===== src/rtl/msi_agg_pkg.sv =====
package msi_agg_pkg;

   localparam int unsigned DEF_NUM_VEC  = 64;
   localparam int unsigned DEF_WORD_W   = 32;
   localparam int unsigned DEF_ADDR_W   = 8;
   localparam int unsigned DEF_EN_BASE  = 'hE0;
   localparam int unsigned DEF_STS_BASE = 'hE8;

   // kind of host write seen on a status word this cycle
   typedef enum logic [1:0] {
      CLR_NONE  = 2'd0,
      CLR_PLAIN = 2'd1,
      CLR_INIT  = 2'd2
   } clr_kind_e;

endpackage


===== src/rtl/msi_db_decode.sv =====
module msi_db_decode
   import msi_agg_pkg::*;
#(
   parameter int unsigned NUM_VEC = DEF_NUM_VEC,
   parameter int unsigned WORD_W  = DEF_WORD_W
) (
   input  logic                clk,
   input  logic                rst_n,
   input  logic                db_wr,
   input  logic [WORD_W/8-1:0] db_strb,
   input  logic [WORD_W-1:0]   db_data,
   output logic [NUM_VEC-1:0]  set_vec,
   output logic                db_accept,
   output logic                db_err
);

   localparam int unsigned VEC_W = $clog2(NUM_VEC);

   logic full_word;
   logic in_range;
   logic err_q;

   assign full_word = &db_strb;
   assign in_range  = (db_data < WORD_W'(NUM_VEC));
   assign db_accept = db_wr && full_word && in_range;

   for (genvar v = 0; v < NUM_VEC; v++) begin : g_onehot
      assign set_vec[v] = db_accept && (db_data[VEC_W-1:0] == VEC_W'(v));
   end

   always_ff @(posedge clk or negedge rst_n) begin
      if (!rst_n) err_q <= 1'b0;
      else        err_q <= db_wr && !(full_word && in_range);
   end

   assign db_err = err_q;

endmodule


===== src/rtl/msi_status_bank.sv =====
module msi_status_bank
   import msi_agg_pkg::*;
#(
   parameter int unsigned NUM_WORDS = DEF_NUM_VEC / DEF_WORD_W,
   parameter int unsigned WORD_W    = DEF_WORD_W
) (
   input  logic                          clk,
   input  logic                          rst_n,
   input  logic [NUM_WORDS*WORD_W-1:0]   set_flat,
   input  logic [NUM_WORDS*WORD_W-1:0]   clr_flat,
   output logic [NUM_WORDS*WORD_W-1:0]   sts_flat,
   output logic                          next_empty
);

   logic [NUM_WORDS-1:0] word_busy;

   for (genvar w = 0; w < NUM_WORDS; w++) begin : g_word
      logic [WORD_W-1:0] sts_q;
      logic [WORD_W-1:0] sts_d;

      // a set in the same cycle overrides a clear of the same bit
      assign sts_d = (sts_q & ~clr_flat[w*WORD_W +: WORD_W])
                   | set_flat[w*WORD_W +: WORD_W];

      always_ff @(posedge clk or negedge rst_n) begin
         if (!rst_n) sts_q <= '0;
         else        sts_q <= sts_d;
      end

      assign word_busy[w]                = |sts_d;
      assign sts_flat[w*WORD_W +: WORD_W] = sts_q;
   end

   assign next_empty = ~|word_busy;

endmodule


===== src/rtl/msi_irq_ctrl.sv =====
module msi_irq_ctrl
   import msi_agg_pkg::*;
(
   input  logic      clk,
   input  logic      rst_n,
   input  logic      any_set,
   input  clr_kind_e clr_kind,
   input  logic      next_empty,
   output logic      irq
);

   logic irq_q;

   always_ff @(posedge clk or negedge rst_n) begin
      if (!rst_n) begin
         irq_q <= 1'b0;
      end else if (any_set) begin
         irq_q <= 1'b1;
      end else if (clr_kind == CLR_PLAIN && next_empty) begin
         irq_q <= 1'b0;
      end
   end

   assign irq = irq_q;

endmodule


===== src/rtl/msi_reg_if.sv =====
module msi_reg_if
   import msi_agg_pkg::*;
#(
   parameter int unsigned ADDR_W     = DEF_ADDR_W,
   parameter int unsigned WORD_W     = DEF_WORD_W,
   parameter int unsigned NUM_WORDS  = DEF_NUM_VEC / DEF_WORD_W,
   parameter int unsigned EN_BASE    = DEF_EN_BASE,
   parameter int unsigned STS_BASE   = DEF_STS_BASE,
   parameter bit          RDATA_FLOP = 1'b1
) (
   input  logic                        clk,
   input  logic                        rst_n,
   input  logic                        reg_wr,
   input  logic                        reg_rd,
   input  logic [ADDR_W-1:0]           reg_addr,
   input  logic [WORD_W-1:0]           reg_wdata,
   input  logic [NUM_WORDS*WORD_W-1:0] sts_flat,
   output logic [WORD_W-1:0]           reg_rdata,
   output logic [NUM_WORDS*WORD_W-1:0] clr_flat,
   output clr_kind_e                   clr_kind
);

   localparam int unsigned STEP = WORD_W / 8;

   logic [NUM_WORDS-1:0] hit_en;
   logic [NUM_WORDS-1:0] hit_sts;
   logic [NUM_WORDS*WORD_W-1:0] en_flat;
   logic [NUM_WORDS*WORD_W-1:0] rd_terms;
   logic [WORD_W-1:0] rd_mux;

   for (genvar w = 0; w < NUM_WORDS; w++) begin : g_word
      localparam logic [ADDR_W-1:0] EN_ADDR  = ADDR_W'(EN_BASE  + STEP * w);
      localparam logic [ADDR_W-1:0] STS_ADDR = ADDR_W'(STS_BASE + STEP * w);
      logic [WORD_W-1:0] en_q;

      assign hit_en[w]  = (reg_addr == EN_ADDR);
      assign hit_sts[w] = (reg_addr == STS_ADDR);

      always_ff @(posedge clk or negedge rst_n) begin
         if (!rst_n)                  en_q <= '0;
         else if (reg_wr && hit_en[w]) en_q <= reg_wdata;
      end

      assign en_flat[w*WORD_W +: WORD_W]  = en_q;
      assign clr_flat[w*WORD_W +: WORD_W] =
         (reg_wr && hit_sts[w]) ? reg_wdata : '0;
      assign rd_terms[w*WORD_W +: WORD_W] =
         ({WORD_W{hit_en[w]}}  & en_q) |
         ({WORD_W{hit_sts[w]}} & sts_flat[w*WORD_W +: WORD_W]);
   end

   always_comb begin
      rd_mux = '0;
      for (int w = 0; w < int'(NUM_WORDS); w++) begin
         rd_mux = rd_mux | rd_terms[w*WORD_W +: WORD_W];
      end
   end

   always_comb begin
      clr_kind = CLR_NONE;
      if (reg_wr && |hit_sts) begin
         if (reg_wdata == '0)       clr_kind = CLR_NONE;
         else if (&reg_wdata)       clr_kind = CLR_INIT;
         else                       clr_kind = CLR_PLAIN;
      end
   end

   if (RDATA_FLOP) begin : g_rd_flop
      logic [WORD_W-1:0] rdata_q;
      always_ff @(posedge clk or negedge rst_n) begin
         if (!rst_n)      rdata_q <= '0;
         else if (reg_rd) rdata_q <= rd_mux;
      end
      assign reg_rdata = rdata_q;
   end else begin : g_rd_comb
      assign reg_rdata = reg_rd ? rd_mux : '0;
   end

endmodule


===== src/rtl/msi_irq_agg.sv =====
module msi_irq_agg
   import msi_agg_pkg::*;
#(
   parameter int unsigned NUM_VEC    = DEF_NUM_VEC,
   parameter int unsigned WORD_W     = DEF_WORD_W,
   parameter int unsigned ADDR_W     = DEF_ADDR_W,
   parameter int unsigned EN_BASE    = DEF_EN_BASE,
   parameter int unsigned STS_BASE   = DEF_STS_BASE,
   parameter bit          RDATA_FLOP = 1'b1
) (
   input  logic                clk,
   input  logic                rst_n,
   input  logic                db_wr,
   input  logic [WORD_W/8-1:0] db_strb,
   input  logic [WORD_W-1:0]   db_data,
   input  logic                reg_wr,
   input  logic                reg_rd,
   input  logic [ADDR_W-1:0]   reg_addr,
   input  logic [WORD_W-1:0]   reg_wdata,
   output logic [WORD_W-1:0]   reg_rdata,
   output logic                irq,
   output logic                db_err
);

   localparam int unsigned NUM_WORDS = NUM_VEC / WORD_W;
   localparam int unsigned STEP      = WORD_W / 8;
   localparam int unsigned SPAN      = NUM_WORDS * STEP;

   // elaboration-time parameter checks
   if (WORD_W % 8 != 0 || WORD_W < 8) begin : g_bad_word
      $error("WORD_W must be a nonzero multiple of 8");
   end
   if (NUM_VEC < 2 || NUM_VEC % WORD_W != 0) begin : g_bad_vec
      $error("NUM_VEC must be a multiple of WORD_W and at least 2");
   end
   if (STS_BASE + SPAN > (1 << ADDR_W) || EN_BASE + SPAN > (1 << ADDR_W)) begin : g_bad_map
      $error("register window does not fit the address width");
   end
   if (!(EN_BASE + SPAN <= STS_BASE || STS_BASE + SPAN <= EN_BASE)) begin : g_overlap
      $error("enable and status windows overlap");
   end

   logic [NUM_VEC-1:0] set_vec;
   logic               db_accept;
   logic [NUM_VEC-1:0] clr_flat;
   logic [NUM_VEC-1:0] sts_flat;
   logic               next_empty;
   clr_kind_e          clr_kind;

   msi_db_decode #(
      .NUM_VEC (NUM_VEC),
      .WORD_W  (WORD_W)
   ) u_decode (
      .clk       (clk),
      .rst_n     (rst_n),
      .db_wr     (db_wr),
      .db_strb   (db_strb),
      .db_data   (db_data),
      .set_vec   (set_vec),
      .db_accept (db_accept),
      .db_err    (db_err)
   );

   msi_status_bank #(
      .NUM_WORDS (NUM_WORDS),
      .WORD_W    (WORD_W)
   ) u_bank (
      .clk        (clk),
      .rst_n      (rst_n),
      .set_flat   (set_vec),
      .clr_flat   (clr_flat),
      .sts_flat   (sts_flat),
      .next_empty (next_empty)
   );

   msi_reg_if #(
      .ADDR_W     (ADDR_W),
      .WORD_W     (WORD_W),
      .NUM_WORDS  (NUM_WORDS),
      .EN_BASE    (EN_BASE),
      .STS_BASE   (STS_BASE),
      .RDATA_FLOP (RDATA_FLOP)
   ) u_regs (
      .clk       (clk),
      .rst_n     (rst_n),
      .reg_wr    (reg_wr),
      .reg_rd    (reg_rd),
      .reg_addr  (reg_addr),
      .reg_wdata (reg_wdata),
      .sts_flat  (sts_flat),
      .reg_rdata (reg_rdata),
      .clr_flat  (clr_flat),
      .clr_kind  (clr_kind)
   );

   msi_irq_ctrl u_irq (
      .clk        (clk),
      .rst_n      (rst_n),
      .any_set    (db_accept),
      .clr_kind   (clr_kind),
      .next_empty (next_empty),
      .irq        (irq)
   );

endmodule


===== config.mk =====
export PLATFORM = sky130hd
export DESIGN_NAME = msi_irq_agg
export DESIGN_NICKNAME = d
export VERILOG_FILES = /design/src/rtl/msi_agg_pkg.sv /design/src/rtl/msi_db_decode.sv /design/src/rtl/msi_status_bank.sv /design/src/rtl/msi_irq_ctrl.sv /design/src/rtl/msi_reg_if.sv /design/src/rtl/msi_irq_agg.sv
export SDC_FILE = /design/constraint.sdc
export NUM_CORES = 1
export LEC_CHECK = 0
export ABC_AREA = 1
export BUFFER_PORTS_ARGS = -buffer_cell sky130_fd_sc_hd__buf_2
export CORE_AREA = 2 2 150 123
export DETAILED_ROUTE_END_ITERATION = 10
export DIE_AREA = 0 0 152 125
export GPL_TIMING_DRIVEN = 0
export PLACE_DENSITY = 0.67
export SLEW_MARGIN = 20
export SYNTH_ARGS = -nofsm -noshare
export SYNTH_HDL_FRONTEND = slang
export SYNTH_SLANG_ARGS = --single-unit

===== constraint.sdc =====
create_clock -name clk -period 1.4 [get_ports clk]
set_input_delay 0.14 -clock clk [delete_from_list [all_inputs] [get_ports clk]]
set_output_delay 0.14 -clock clk [all_outputs]
set_load 0.01 [all_outputs]

# --- Word level (Yosys, flattened, before mapping) ---
# Index checks and enable logic that the tools add are counted.
# Widths: inputs -> output; s select.
totals:
  mem_bits_ro: 0
  mem_bits_rw: 0
  input_bits: 81
  out_inout_bits: 34
  latchBits: 0
  mem_count: 0
  word_cells: 179
  register_bits: 162
classes:
  multipliers: 0
  eq_ne: 68
  magnitude_cmp: 1
  muxes: 7
  shifts: 0
  n_bitwise: 13
  add_sub_neg: 0
  reduce_logical: 83
  div: 0
op_table:
  columns: ["op", "count"]
  rows:
  - ["$and 32x32->32", 6]
  - ["$eq 6x6->1 const B", 32]
  - ["$or 32x32->32", 5]
  - ["$eq 6x5->1 const B", 16]
  - ["$logic_and 1x1->1", 74]
  - ["$mux 32", 2]
  - ["$not 32->32", 2]
  - ["$reduce_or 64->1", 1]
  - ["$eq 6x4->1 const B", 8]
  - ["$eq 8x8->1 const B", 4]
  - ["$logic_not 32->1", 1]
  - ["$lt 32x7->1 const B", 1]
  - ["$reduce_and 32->1", 1]
  - ["$eq 6x3->1 const B", 4]
  - ["$eq 6x2->1 const B", 2]
  - ["$eq 6x1->1 const B", 1]
  - ["$logic_not 6->1", 1]
  - ["$mux 2", 3]
  - ["$reduce_and 4->1", 1]
  - ["$eq 2x1->1 const B", 1]
  - ["$logic_not 1->1", 2]
  - ["$mux 1", 2]
  - ["$reduce_bool 2->1", 1]
  - ["$reduce_or 2->1", 1]

# --- Longest topological paths before layout ---
# Gate-level depths: netlist of the first run.
depth:
  word_depth: 11
  depth_mapped: 17

# --- By module ---
# From an unflattened synthesis of the first run, not the netlist that was laid out.
hier_totals:
  cells_unflattened: 1283
  area_unflattened_um2: 9125.0
by_module_without_submodules:
  columns: ["mod", "n_inst", "area_per_inst_um2", "seq_area_each_um2", "cells_each"]
  rows:
  - ["msi_reg_if", 1, 5303.8, 2402.3, 736]
  - ["msi_status_bank", 1, 2747.6, 1601.5, 319]
  - ["msi_db_decode", 1, 1028.5, 25.0, 222]
  - ["msi_irq_ctrl", 1, 45.0, 25.0, 6]

# --- Worst setup path before layout of the first run ---
# Ideal clock, no wire load.
synth_path:
  path_type: "input -> register"
  from: "input reg_addr[5]"
  to: "register u_irq.irq_q (netlist: u_irq.irq)"
  t_arrival_ns: 1.514
  t_required_ns: 1.283
  stages: 17
  setup_slack_ns: -0.230
  setup_ns: 0.117
  cell_sequence: "inv_1 -> nor3_4 -> buf_6 -> nand2_2 -> nor2_4 -> buf_6 -> nand2_1 -> nand2_1 -> o21ai_1 -> nor2_1 -> nand2_1 -> nor2_1 -> nand2_1 -> nor2_1 -> nand2_1 -> nand2_1 -> nand2_1"
synth_via:
  elab_chain_cells: 10
  elab_cells_between_ends: 20
  cone_classes: "3 x eq/ne; 3 x mux; 6 x bitwise; 8 x reduce/logical"
synth_rtl:
  columns: ["element", "line", "text"]
  rows:
  - ["start, declared", "msi_irq_agg.sv:18", "input logic [ADDR_W-1:0] reg_addr,"]
  - ["$eq 8x8->1", "msi_reg_if.sv:37", "assign hit_sts[w] = (reg_addr == STS_ADDR);"]
  - ["$logic_and 1x1->1", "msi_reg_if.sv:46", "(reg_wr && hit_sts[w]) ? reg_wdata : '0;"]
  - ["$mux 32", "msi_reg_if.sv:46", null]
  - ["$not 32->32", "msi_status_bank.sv:22", "assign sts_d = (sts_q & ~clr_flat[w*WORD_W +: WORD_W])"]
  - ["$and 32x32->32", "msi_status_bank.sv:22", null]
  - ["$or 32x32->32", "msi_status_bank.sv:23", "| set_flat[w*WORD_W +: WORD_W];"]
  - ["via u_bank.g_word[1].sts_d[8]", "msi_status_bank.sv:19", "logic [WORD_W-1:0] sts_d;"]
  - ["$reduce_or 64->1", "msi_status_bank.sv:34", "assign next_empty = ~|word_busy;"]
  - ["$logic_not 1->1", "msi_status_bank.sv:34", null]
  - ["$logic_and 1x1->1", "msi_irq_ctrl.sv:19", "end else if (clr_kind == CLR_PLAIN && next_empty) begin"]
  - ["$reduce_bool 2->1 (no line)", null, null]
  - ["end signal, assigned", "msi_irq_ctrl.sv:16", "irq_q <= 1'b0;"]
  - ["end signal, assigned", "msi_irq_ctrl.sv:18", "irq_q <= 1'b1;"]
  - ["end signal, assigned", "msi_irq_ctrl.sv:20", "irq_q <= 1'b0;"]
  - ["end, declared", "msi_irq_ctrl.sv:12", "logic irq_q;"]
# The timed path passes the listed nets, and every way through them passes these cells.
# A chain may end at the register's enable or synchronous reset.

# --- Final worst setup path of the first run ---
layout_path:
  from: "input reg_addr[4]"
  to: "register u_irq.irq_q (netlist: u_irq.irq)"
# Same word-level chain as after synthesis.

==> results of run 1 <==
## Yosys cell counts (all sizes together)
master	n
a221oi	8
nand4	50
nor2	105
a21oi	1
buf	23
nor4	11
a32o	8
nand3	64
clkinv	2
clkbuf	32
nor3	12
inv	69
o21ai	137
nand2	385
dfrtp	162
## timing repair
item                                    4_1_cts  5_1_grt
cloned                                        1        1
endpoints found under the hold margin        72        0
pin swaps                                    13       17
hold buffers                                  4        0
setup buffers                                12        9
gates resized for setup                      44       57
endpoints found under the setup margin      103       92
## where the power goes
part	internal (W)	total [W]	switching [W]
registers	0.00477	0.00482	0.0000516
logic	0.000221	0.000741	0.000520
clock network	0.00261	0.00461	0.00200
## cells in the final DEF, fill, tap and decap left out, types with 18 or more instances in the layout
cell         n
nand3_1     62
nand2_1    375
inv_1       63
o21ai_0     80
o21ai_1     55
buf_4       29
clkbuf_16   18
nor2_1      96
dfrtp_1    162
nand4_1     50
buf_2      111
## state kept, by name, indices dropped and copies added, names as in the netlist
register,flops
u_irq.irq,1
u_decode.db_err,1
u_bank.g_word.sts_q,64
u_regs.g_word.en_q,64
u_regs.reg_rdata,32
## final cells by class
| class | count | area (um2) | area share |
|---|---|---|---|
| flip-flops and latches | 162 | 4050 | 0.402 |
| well taps | 230 | 288 | 0.0286 |
| multi-input cells | 781 | 3600 | 0.357 |
| plain buffers | 53 | 380 | 0.0377 |
| clock buffers | 22 | 474 | 0.0471 |
| inverters | 71 | 279 | 0.0277 |
| repair buffers | 141 | 906 | 0.0899 |
| clock inverters | 10 | 100 | 0.00993 |
## worst max path at each step
stage                           start                         to  slack [ps]  depth (start not counted)
final                     reg_addr[4]                  u_irq.irq        -290                         19
after global routing      reg_addr[4]                  u_irq.irq        -430                         19
after CTS                 reg_addr[1]                  u_irq.irq        -350                         19
after detailed placement  db_data[22]                  u_irq.irq       -1190                         17
after global placement          rst_n  u_regs.g_word[0].en_q[27]       -2370                          1
after floorplan           reg_addr[5]                  u_irq.irq        -230                         17
## cells by family after synthesis
family	Yosys count	share of synthesized area
compound gates	154	0.104
buf+inv	126	0.0660
flops	162	0.501
simple gates	627	0.329
## per-stage QoR
step,util,total power (W),TNS [ps]
global route,0.570,0.0105,-447
floorplan,-,0.00517,-1390
finish,0.570,0.0102,-294
CTS,0.558,0.0102,-350
detailed placement,0.510,0.00559,-86970
global placement,0.508,0.00557,-464980
## per-layer routing
layer	up-vias	share of wire	GRT usage
met2	481	0.43	0.468
met3	68	0.096	0.0870
met5	-	0	0
met1	3963	0.45	0.470
met4	0	0.030	0.115
li1	3832	-	-
## critical path: cells and delay by family
kind / cells / cell delay (ps)
buffers and inverters: 5 / 630
and+or+nand+nor: 14 / 1240
==> results.txt, run 1 <==
Remaining DRCs: 0
Register bit count reported by yosys: 162
Area contributors post-synth: dfrtp_1 50%, nand2_1 18%, o21ai_0 5.2%
DRT Pass-1 Iters: 7
RSZ-0062 raised after global routing: yes
Setup Skew: 12.9 ps
Routed Antenna Nets: 0
Hold_sp: reg_wdata[13]
Sequence of cells on the critical path: buf_2 > nor3_4 > buf_6 > nand2_4 > nor2_4 > buf_12 > buf_12 > buf_16 > nand2_2 > nand2_1 > nand2_1 > nor2_1 > nand2_1 > nor2_1 > nand3_1 > nor2_2 > nand2_1 > nand2_1 > nand2_1
H-Tree Depth: 4
TritonCTS Buffers: 17
Final hold violation count: 0
R2r endpoint: u_irq.irq
Critical Path RT: 1730 ps
Final slew viol count: 0
Sequential-to-total area share from yosys stat: 0.501
Critical path class: in2reg
Maximum clock frequency: 0.590 GHz
Hold EP: u_bank.g_word[1].sts_q[13]
Syn nets: 1150
DRT Wirelength: 30600 um
Area growth syn-to-layout: 24.6%
Max-cap check violation count: 0
Vias in the first global route: 7867
Critical path arrival: 2020 ps
# diodes: 0
Largest buffer count on any clock path: 2
CP max-delay cell: nor3_4
Initial core utilization: 0.458
Syn. warnings: 0
Reg2Reg Setup Slack: -50 ps
Core area: 17700 um2
Worst hold stages: 4
Crit start category: primary input
DR vias/cell: 5.68
Layout Cells excl Fill: 1470
Actual slew at the worst max-slew pin: 679 ps
Worst-path fanout max: 5
Post-synthesis cell type count: 23
Gate Count Post-Synth: 1069
Clock Sinks: 162
Crit path time final: 1690 ps
Placed Cells incl. Taps: 1413
I/O Buffers: 113
Largest net degree at the start of global routing: 94
Area share of the largest cell type after synthesis: 0.501
Final #Nets: 1308
Slew margin rel.: 0.543
Congestion Overflow GR: 0
Worst Setup End Kind: flop
Initial antenna violation count: 0
Post-route cell area: 10100 um2
Total Die Area: 19000 um2
DRT iter0 DRCs: 956
Die W: 152 um
Mean Syn Cell Area: 7.57 um2
Clk root buf: clkbuf_16
Final Cycle Share: 1.21
Routed vias: 8344
Post-synth top area cell: dfrtp_1
Later-pin clock latency in the skew report: 440 ps
CP dominant cell by count: nand2_1
Hold WS: 17.5 ps
Pre-CTS setup slack: -1190 ps
Worst min path class: in2reg
Io pins: 115
PwrDens: 1010 nW/um2
GPL Wtd Cong: 1.04
Pleak: 5.13 nW
CTS tree: built
Setup-failing EPs final: 1
RR Startpoint: u_bank.g_word[1].sts_q[24]
Slowest stage delay, CP: 190 ps
Site Rows: 44
Outcome: complete, but fails checks
Average wire per standard cell: 20.8 um
Total Routing Usage GR: 0.324
DIE HEIGHT: 125 um
Placed Area: 9010 um2
FILL cells: 1672
Setup WS post-layout: -294 ps
Cells on worst reg2reg path: 10
Cell Area, Synth: 8090 um2
Fraction of layout cells with a size suffix above 1: 0.199
Detailed placement HPWL: 22500 um
Violated checks: negative setup slack
Worst-path clk slew: 60 ps
VDD IR max: 0.741 mV
First-pass GRT wire length: 46500 um
(Power assumes the default switching activity.)
==> run 2, diff against run 1 <==
RECOVER_POWER = 100   (was not set)
==> run 2 against run 1 <==
The run still ends with negative setup slack left. Worst setup slack got worse by 5.8 ps. Die area unchanged. Count of clock-buffer cells in the layout is the same. Sequential power about the same. Final cell count unchanged. Worst hold slack lost 4.8 ps. Global-route usage is the same. Design area is 0.53% lower. Clock skew hardly changed. Combinational power is 0.7% lower. Critical path depth stayed put. Via count decreased by 0.83%. Largest power group unchanged.
==> results.txt, run 2 (synthesized netlist as in run 1, its figures left out) <==
Outcome: complete, but fails checks
Violated checks: negative setup slack
Total Routing Usage GR: 0.324
Routed vias: 8275
GPL Wtd Cong: 1.04
RSZ-0062 raised after global routing: yes
FILL cells: 1688
Most common cell after layout, fill and taps aside: nand2_1
Critical path arrival: 2030 ps
Remaining DRCs: 0
Critical path class: in2reg
DRT iter0 DRCs: 917
Final Cycle Share: 1.21
Site Rows: 44
First-pass GRT wire length: 46500 um
DIE HEIGHT: 125 um
Total internal power: 0.00760 W
Critical Path RT: 1730 ps
Congestion Overflow GR: 0
Crit path time final: 1700 ps
Detailed placement HPWL: 22500 um
CTS tree: built
Worst-path fanout max: 5
Layout Utilization: 0.567
Setup Skew: 13.1 ps
Largest buffer count on any clock path: 2
Sw power: 0.00259 W
Worst Setup End Kind: flop
Slew margin rel.: 0.326
Maximum clock frequency: 0.588 GHz
Commonest non-fill, non-tap cells in the layout: 375 x nand2_1, 162 x dfrtp_1, 96 x nor2_1
Die W: 152 um
Vias in the first global route: 7867
Crit start category: primary input
TritonCTS Buffers: 17
I/O Buffers: 113
Fraction of layout cells with a size suffix above 1: 0.171
Combinational Power Share: 0.072
Actual slew at the worst max-slew pin: 1010 ps
Area occupied by multi-input gates: 3600 um2
Setup-failing EPs final: 53
Final #Nets: 1308
Sequential cell area: 4050 um2
Setup tns final: -1550 ps
Max-cap check violation count: 0
Clk root buf: clkbuf_16
Pre-CTS setup slack: -1190 ps
Area growth syn-to-layout: 23.9%
Clock Sinks: 162
PwrDens: 1020 nW/um2
Clock power frac: 0.454
Seq pwr share: 0.474
Average wire per standard cell: 20.8 um
Later-pin clock latency in the skew report: 440 ps
Worst min path class: in2reg
DRT Pass-1 Iters: 5
Final slew viol count: 0
VDD IR max: 0.750 mV
Routed Antenna Nets: 0
Worst-path clk slew: 60 ps
Final hold violation count: 0
H-Tree Depth: 4
Io pins: 115
DRT Wirelength: 30600 um
Setup WS post-layout: -300 ps
Pleak: 4.98 nW
# diodes: 0
Initial core utilization: 0.458
Total Die Area: 19000 um2
Tot Pwr: 0.0102 W
Largest net degree at the start of global routing: 94
Sw Ratio: 0.254
Initial antenna violation count: 0
DR vias/cell: 5.63
Core area: 17700 um2
[run 2: what timing repair did]
| action | 4_1_cts | 5_1_grt |
|---|---|---|
| buffers inserted | 12 | 9 |
| hold buffers | 4 | 0 |
| gates cloned | 1 | 1 |
| endpoints found under the hold margin | 72 | 0 |
| resized for setup | 44 | 57 |
| endpoints found under the setup margin | 103 | 92 |
| pin swaps | 13 | 17 |
[run 2: worst max-delay path: stages]
cell and delay, ps:
buf_2 110, nor3_4 190, buf_6 150, nand2_4 60
nor2_4 140, buf_12 140, buf_12 110, buf_16 120
nand2_2 40, nand2_1 60, nand2_1 60, nor2_1 100
nand2_1 90, nor2_1 90, nand3_1 100, nor2_2 130
nand2_1 90, nand2_1 70, nand2_1 40
[run 2: area by class of cell]
type | count | area share
flip-flops and latches | 162 | 0.404
inverters | 71 | 0.0278
multi-input cells | 781 | 0.359
plain buffers | 53 | 0.0379
repair buffers | 141 | 0.0850
well taps | 230 | 0.0287
clock inverters | 10 | 0.00999
clock buffers | 22 | 0.0473
[run 2: metrics by stage]
| stage | hold WS, ps | std cells | area, um2 |
|---|---|---|---|
| detailed placement | 146 | 1413 | 9010 |
| global placement | 360 | 1412 | 8980 |
| CTS | 1.12 | 1461 | 9860 |
| finish | 12.7 | 1470 | 10000 |
| global route | 23.8 | 1470 | 10000 |
| floorplan | -156 | 1069 | 8120 |
[run 2: routing by layer]
| layer | track usage | wire [um] | vias to the layer above |
|---|---|---|---|
| met5 | 0 | 0 | - |
| met4 | 0.115 | 922 | 0 |
| met3 | 0.0870 | 3080 | 63 |
| met2 | 0.468 | 13000 | 439 |
| met1 | 0.470 | 13600 | 3936 |
| li1 | - | - | 3837 |
[run 2: power by group through the flow]
stage / clock network (W) / logic, W / registers (W)
floorplan: 0 / 0.000268 / 0.00490
global placement: 0 / 0.000666 / 0.00490
detailed placement: 0 / 0.000687 / 0.00491
CTS: 0.00465 / 0.000720 / 0.00482
global route: 0.00486 / 0.000813 / 0.00483
finish: 0.00463 / 0.000736 / 0.00482
[run 2: final timing paths]
check                                                 from  cells past startpoint                    endpoint  slack, ps
max in group asynchronous                            rst_n                      3  u_bank.g_word[1].sts_q[26]        -30
worst min-delay path                         reg_wdata[13]                      4  u_bank.g_word[1].sts_q[13]         10
worst max register to register  u_bank.g_word[1].sts_q[24]                     10                   u_irq.irq        -50
worst max-delay path                           reg_addr[4]                     19                   u_irq.irq       -300
worst min register to register                   u_irq.irq                      2                   u_irq.irq        470
min in group asynchronous                            rst_n                      2        u_regs.reg_rdata[10]        440
